### config.mk
export PLATFORM = sky130hd
export DESIGN_NAME = sus_byte_adder
export DESIGN_NICKNAME = d
export VERILOG_FILES = /design/src/rtl/sus_pkg.sv /design/src/rtl/sus_low_adder.sv /design/src/rtl/sus_lane_fix.sv /design/src/rtl/sus_sat_mask.sv /design/src/rtl/sus_byte_adder.sv
export SDC_FILE = /design/constraint.sdc
export NUM_CORES = 1
export LEC_CHECK = 0
export ABC_AREA = 1
export BUFFER_PORTS_ARGS = -buffer_cell sky130_fd_sc_hd__buf_2
export CORE_UTILIZATION = 50
export CTS_BUF_LIST = sky130_fd_sc_hd__clkbuf_4
export DETAILED_ROUTE_END_ITERATION = 16
export PLACE_DENSITY = 0.8
export SLEW_MARGIN = 20
export SYNTH_ARGS = -nofsm -noshare
export SYNTH_HDL_FRONTEND = slang
export SYNTH_SLANG_ARGS = --single-unit
### constraint.sdc
create_clock -name clk_i -period 0.8 [get_ports clk_i]
set_input_delay 0.04 -clock clk_i [delete_from_list [all_inputs] [get_ports clk_i]]
set_output_delay 0.04 -clock clk_i [all_outputs]
set_load 0.1 [all_outputs]
### src/rtl/sus_pkg.sv
package sus_pkg;
  localparam int unsigned DEF_LANES  = 4;
  localparam int unsigned DEF_LANE_W = 8;

  typedef struct packed {
    logic hi;
    logic lo;
  } clamp_t;
endpackage

### src/rtl/sus_low_adder.sv
// Word-wide add of every lane's low bits; lane top bits are zeroed so the
// carry into each lane top lands in that bit and never propagates further.
module sus_low_adder #(
  parameter int unsigned LANES  = 4,
  parameter int unsigned LANE_W = 8,
  localparam int unsigned WORD_W = LANES * LANE_W
) (
  input  logic [WORD_W-1:0] opa_i,
  input  logic [WORD_W-1:0] opb_i,
  output logic [WORD_W-1:0] low_sum_o
);
  logic [WORD_W-1:0] low_mask;

  for (genvar k = 0; k < LANES; k++) begin : g_mask
    assign low_mask[k*LANE_W +: LANE_W] = {1'b0, {(LANE_W-1){1'b1}}};
  end

  assign low_sum_o = (opa_i & low_mask) + (opb_i & low_mask);
endmodule

### src/rtl/sus_lane_fix.sv
// Rebuilds one lane's top bit and carry-out, then derives the clamp flags.
module sus_lane_fix
  import sus_pkg::*;
#(
  parameter int unsigned LANE_W = 8
) (
  input  logic              a_top_i,
  input  logic              b_top_i,
  input  logic [LANE_W-1:0] low_lane_i,
  output logic [LANE_W-1:0] raw_o,
  output clamp_t            clamp_o
);
  logic c_in_top;
  logic c_out;

  assign c_in_top = low_lane_i[LANE_W-1];
  assign raw_o    = {a_top_i ^ b_top_i ^ c_in_top, low_lane_i[LANE_W-2:0]};
  assign c_out    = (a_top_i & b_top_i) | ((a_top_i ^ b_top_i) & c_in_top);
  // value = raw + 2^W * (c_out - a_top)
  assign clamp_o.hi = c_out & ~a_top_i;
  assign clamp_o.lo = a_top_i & ~c_out;
endmodule

### src/rtl/sus_sat_mask.sv
module sus_sat_mask
  import sus_pkg::*;
#(
  parameter int unsigned LANE_W = 8
) (
  input  logic [LANE_W-1:0] raw_i,
  input  clamp_t            clamp_i,
  output logic [LANE_W-1:0] sat_o
);
  logic [LANE_W-1:0] hi_mask;
  logic [LANE_W-1:0] lo_mask;

  assign hi_mask = {LANE_W{clamp_i.hi}};
  assign lo_mask = {LANE_W{clamp_i.lo}};
  assign sat_o   = (raw_i | hi_mask) & ~lo_mask;
endmodule

### src/rtl/sus_byte_adder.sv
module sus_byte_adder
  import sus_pkg::*;
#(
  parameter int unsigned LANES  = DEF_LANES,
  parameter int unsigned LANE_W = DEF_LANE_W,
  localparam int unsigned WORD_W = LANES * LANE_W
) (
  input  logic              clk_i,
  input  logic              rst_ni,
  input  logic              in_valid_i,
  input  logic [WORD_W-1:0] opa_i,
  input  logic [WORD_W-1:0] opb_i,
  output logic              out_valid_o,
  output logic [WORD_W-1:0] sum_o,
  output logic [LANES-1:0]  hi_clamp_o,
  output logic [LANES-1:0]  lo_clamp_o
);
  logic [WORD_W-1:0] low_sum;
  logic [WORD_W-1:0] sat_word;
  logic [LANES-1:0]  lane_hi;
  logic [LANES-1:0]  lane_lo;

  sus_low_adder #(.LANES(LANES), .LANE_W(LANE_W)) u_low (
    .opa_i     (opa_i),
    .opb_i     (opb_i),
    .low_sum_o (low_sum)
  );

  for (genvar k = 0; k < LANES; k++) begin : g_lane
    localparam int unsigned TOP = k*LANE_W + LANE_W - 1;
    logic [LANE_W-1:0] raw;
    clamp_t            clamp;

    sus_lane_fix #(.LANE_W(LANE_W)) u_fix (
      .a_top_i    (opa_i[TOP]),
      .b_top_i    (opb_i[TOP]),
      .low_lane_i (low_sum[k*LANE_W +: LANE_W]),
      .raw_o      (raw),
      .clamp_o    (clamp)
    );

    sus_sat_mask #(.LANE_W(LANE_W)) u_sat (
      .raw_i   (raw),
      .clamp_i (clamp),
      .sat_o   (sat_word[k*LANE_W +: LANE_W])
    );

    assign lane_hi[k] = clamp.hi;
    assign lane_lo[k] = clamp.lo;
  end

  always_ff @(posedge clk_i or negedge rst_ni) begin
    if (!rst_ni) begin
      out_valid_o <= 1'b0;
      sum_o       <= '0;
      hi_clamp_o  <= '0;
      lo_clamp_o  <= '0;
    end else begin
      out_valid_o <= in_valid_i;
      if (in_valid_i) begin
        sum_o      <= sat_word;
        hi_clamp_o <= lane_hi;
        lo_clamp_o <= lane_lo;
      end
    end
  end
endmodule

==> impl_metrics.yaml, run 1 <==
synthesis:
  yosys_warnings: 0
  ys_types: 24
  synthTopCellsByCount: "nand2_1, inv_1, dfrtp_1, ha_1"
  synthTopCellsByArea: "dfrtp_1, nand2_1, ha_1, fa_1, inv_1"
  yosysMostFrequentCell: "nand2_1"
  synth_top_area_share: 0.3428
  ys.flop_type: "dfrtp_1"
  netlist_instances: 397
  syn_area_um2: 2993
  synth_seq_cells: 41
  syn_avg_cell_area_um2: 7.539
  syn-num-nets: 504
  synthArstFlopShare: 1.000
  yosysSeqAreaShare: 0.3428
  synth-edff-count: 0
  yosysTopAreaCell: "dfrtp_1"
clocking:
  clock_path_buffers: 2
  clock-sinks: 41
  clock-root-buffer: "clkbuf_4"
  htreeDepth: 2
  cts_made_buffers: 5
  cts.repair.resized: 88
  post_cts_buffers: 13
  cts-hold-fix-buffers: 1
run_status:
  haltStage: "4_1_cts"
  outcome: "aborted with a tool error"
  tool.error: "[ERROR DPL-0033] detailed placement checks failed during check placement."
floorplan:
  die_x_um: 79.37
  start_util: 0.5305
  rows: 27
  die_h_um: 79.37
  ios: 108
placed_design:
  io_buffer_count: 107
  gp_congestion: 0.8720
  hpwl_mm: 7.996
[per-stage QoR]
step | hold WS [ps] | cell area (um^2) | std cells | setup WS [ps] | utilization
after floorplan | -255.6 | 3364 | 397 | -785.4 | -
after global placement | -30.05 | 5111 | 639 | -1008 | 0.9060
after detailed placement | -28.74 | 5111 | 639 | -1174 | 0.9060
[cell families after synthesis]
kind of cell	after synthesis	share of synthesized area
AOI/OAI and AO/OA	51	0.09406
xor gates and xnor gates	1	0.002927
DFF	41	0.3428
adders and majority gates	40	0.1973
buffers and inverters	63	0.08361
and+or+nand+nor	201	0.2793
==> run 2, diff against run 1 <==
CORE_UTILIZATION = 35   (was 50)
CTS_BUF_LIST = default   (was sky130_fd_sc_hd__clkbuf_4)
PLACE_DENSITY = default   (was 0.8)
PLACE_DENSITY_LB_ADDON = 0.15   (was default)
==> run 2 against run 1 <==
  * The flow now finishes, with violations (setup timing)
  * Area after synthesis unchanged
  * Synthesized cell count unchanged
==> impl_metrics.yaml, run 2 <==
run_status:
  outcome: "complete, but fails checks"
  violations: "setup timing"
critical_path:
  reg2reg_depth: 3
  worst-path-max-fanout: 6
  reg2reg_from: "lo_clamp_o[0]"
  regToRegSetupSlack_ps: 10
  worstPathArrival_ps: 1690
  startpoint_type: "input pin"
  r2r-end: "lo_clamp_o[0]"
  required_ps: 980
  critPathKind: "in -> reg"
  endpoint_kind: "register"
floorplan:
  die_h_um: 94.47
  die_x_um: 94.47
  dieArea_um2: 8925
  ios: 108
  fp.coreArea_um2: 8258
  start_util: 0.3624
  rows: 33
pwr:
  comb_power_share: 0.588
  netSwitchingFraction: 0.4439
  ir_worst_vdd_uv: 1467
  pwr-share-clk: 0.156
  switchingPower_mw: 4.849
  power_density_nw_per_um2: 1852
  finalPower_mw: 10.92
  p_int_mw: 6.074
  seqPwrFrac: 0.256
  p_leak_nw: 2.864
hold_path:
  worstHoldPathType: "in -> reg"
  holdPathStages: 4
  hp-start: "opb_i[0]"
  hold_end: "sum_o[0]"
clocking:
  path_clk_slew_ps: 80
  clock-root-buffer: "clkbuf_8"
  cts_tree: "done"
  cts_made_buffers: 5
  clock-sinks: 41
  htreeDepth: 2
  clkLatencyLatePin_ps: 280
  clock_path_buffers: 2
synthesis:
  yosysMostFrequentCell: "nand2_1"
  syn_area_um2: 2993
  synthTopCellsByArea: "dfrtp_1, nand2_1, ha_1, fa_1, inv_1"
  yosys_warnings: 0
  yosysSeqAreaShare: 0.3428
  synthTopCellsByCount: "nand2_1, inv_1, dfrtp_1, ha_1"
  synthArstFlopShare: 1.000
  synth-edff-count: 0
  syn-num-nets: 504
  ys_types: 24
  netlist_instances: 397
  yosysTopAreaCell: "dfrtp_1"
  synth_top_area_share: 0.3428
  syn_avg_cell_area_um2: 7.539
  ys.flop_type: "dfrtp_1"
  synth_seq_cells: 41
timing:
  slew_violations: 0
  skew_ps: 0
  rsz0062_at_grt: "yes"
  hold_viol: 0
  tightest_slew_ps: 284.7
  period_needed_ps: 1504
  layout_setup_ws_ps: -704.1
  final-setup-viol-count: 81
  clock.fmax_ghz: 0.6649
  setup-tns-final_ps: -29480
  maxSlewHeadroom: 0.8098
  period_share: 1.880
final_layout:
  layout_common_cells: "nand2_1, buf_4, buf_12"
  num_antenna_cells: 0
  largest_register_ffs: 32
  drive_above_1_share: 0.6437
  reg_top3: "sum_o x32, hi_clamp_o x4, lo_clamp_o x4"
  layout.nets: 701
  mostFrequentLayoutCell: "nand2_1"
  postLayoutCellArea_um2: 5897
  largest_register: "sum_o"
  syn2layout_area_growth_pct: 97.03
  fin_util: 0.7141
placed_design:
  dp_worst_setup_slack_ps: -1103
  hpwl_mm: 6.287
  placed_cell_area_um2: 5072
  gp_congestion: 0.8152
  io_buffer_count: 107
detailed_routing:
  wl_per_cell_um: 12.58
  drc: 0
  via_count: 3291
  dr.pass1.iters: 4
  routed_wl_mm: 8.808
  viasPerCell: 4.701
  antenna_left: 0
  drtIter0Drc: 57
global_route:
  grt_pass1_vias: 3318
  grt_pass1_wl_mm: 14.17
  antenna_found_initial: 0
  grt_remaining_overflow: 0
  grt_usage: 0.1994
  grt_start_max_net_pins: 42
flow_run:
  drv_cap: 0
## run 2: cell counts after synthesis
Identical to the previous run, type by type.
## run 2: per-stage QoR
| step | hold WS [ps] | instances |
|---|---|---|
| 6_report | 93.23 | 700 |
| 5_1_grt | 93.64 | 700 |
| 4_1_cts | 82.06 | 689 |
| 3_5_place_dp | 27.61 | 663 |
| 3_3_place_gp | 26.91 | 663 |
| 2_1_floorplan | -255.6 | 397 |
## run 2: metal layers
| metal | share of wire | vias up | GRT usage |
|---|---|---|---|
| li1 | - | 1633 | - |
| met2 | 0.54 | 87 | 0.3545 |
| met4 | 0.019 | 0 | 0.05177 |
| met3 | 0.052 | 16 | 0.05475 |
| met5 | 0 | - | 0 |
| met1 | 0.39 | 1555 | 0.2365 |
## run 2: worst max-delay path by stage
stage / startpoint / endpoint / slack [ps] / cells after the start
6_report: opa_i[20] / sum_o[19] / -700 / 17
2_1_floorplan: opa_i[1] / sum_o[4] / -790 / 16
3_3_place_gp: opa_i[1] / sum_o[6] / -1070 / 17
3_5_place_dp: opa_i[1] / sum_o[3] / -1100 / 17
4_1_cts: opa_i[4] / sum_o[4] / -710 / 17
5_1_grt: opa_i[28] / sum_o[27] / -820 / 17
## run 2: worst max-delay path: stages
cell and delay (ps):
buf_6 100, ha_4 240, nand2_2 60, clkinv_2 50
nand3_2 80, nand2_2 60, nand2_1 60, nand2_1 50
nand2_1 80, nand2_2 70, fa_2 340, inv_2 90
nor2_4 70, a21oi_2 100, o21ai_1 80, nand2_1 60
nand2_1 40
## run 2: area by class of cell
class	count	area, um^2
fill	615	2361
multi-input combinational	293	2306
clock buffer	7	86.33
tap	105	131.4
clock inverter	1	30.03
timing repair buffer	195	2032
sequential	41	1077
inverter	58	234.0
## run 2: power groups by stage
stage               clock (mW)  combinational (mW)  sequential (mW)
floorplan                    0                1.31             4.86
global placement             0                5.69             2.83
finish                    1.71                6.42             2.79
CTS                       1.75                6.13             2.80
detailed placement           0                5.75             2.83
global route              1.86                6.79             2.83
## run 2: timing repair
item / in CTS / in global routing
setup buffers: 20 / 13
endpoints found under the hold margin: 41 / 0
endpoints found under the setup margin: 81 / 81
resized for setup: 76 / 46
pin swaps: 60 / 30
hold buffers: 1 / 0
## run 2: cells by family (layout without fill, tap and decap cells)
kind of cell,after synthesis,in the layout,share of synthesized area
flip-flops,41,41,0.3428
AND/OR/NAND/NOR,201,201,0.2793
adder cells (fa/ha/maj),40,40,0.1973
AO/OA/AOI/OAI,51,51,0.09406
buffers and inverters,63,261,0.08361
XOR/XNOR,1,1,0.002927
Note: power is estimated with default switching activity, not from simulation.
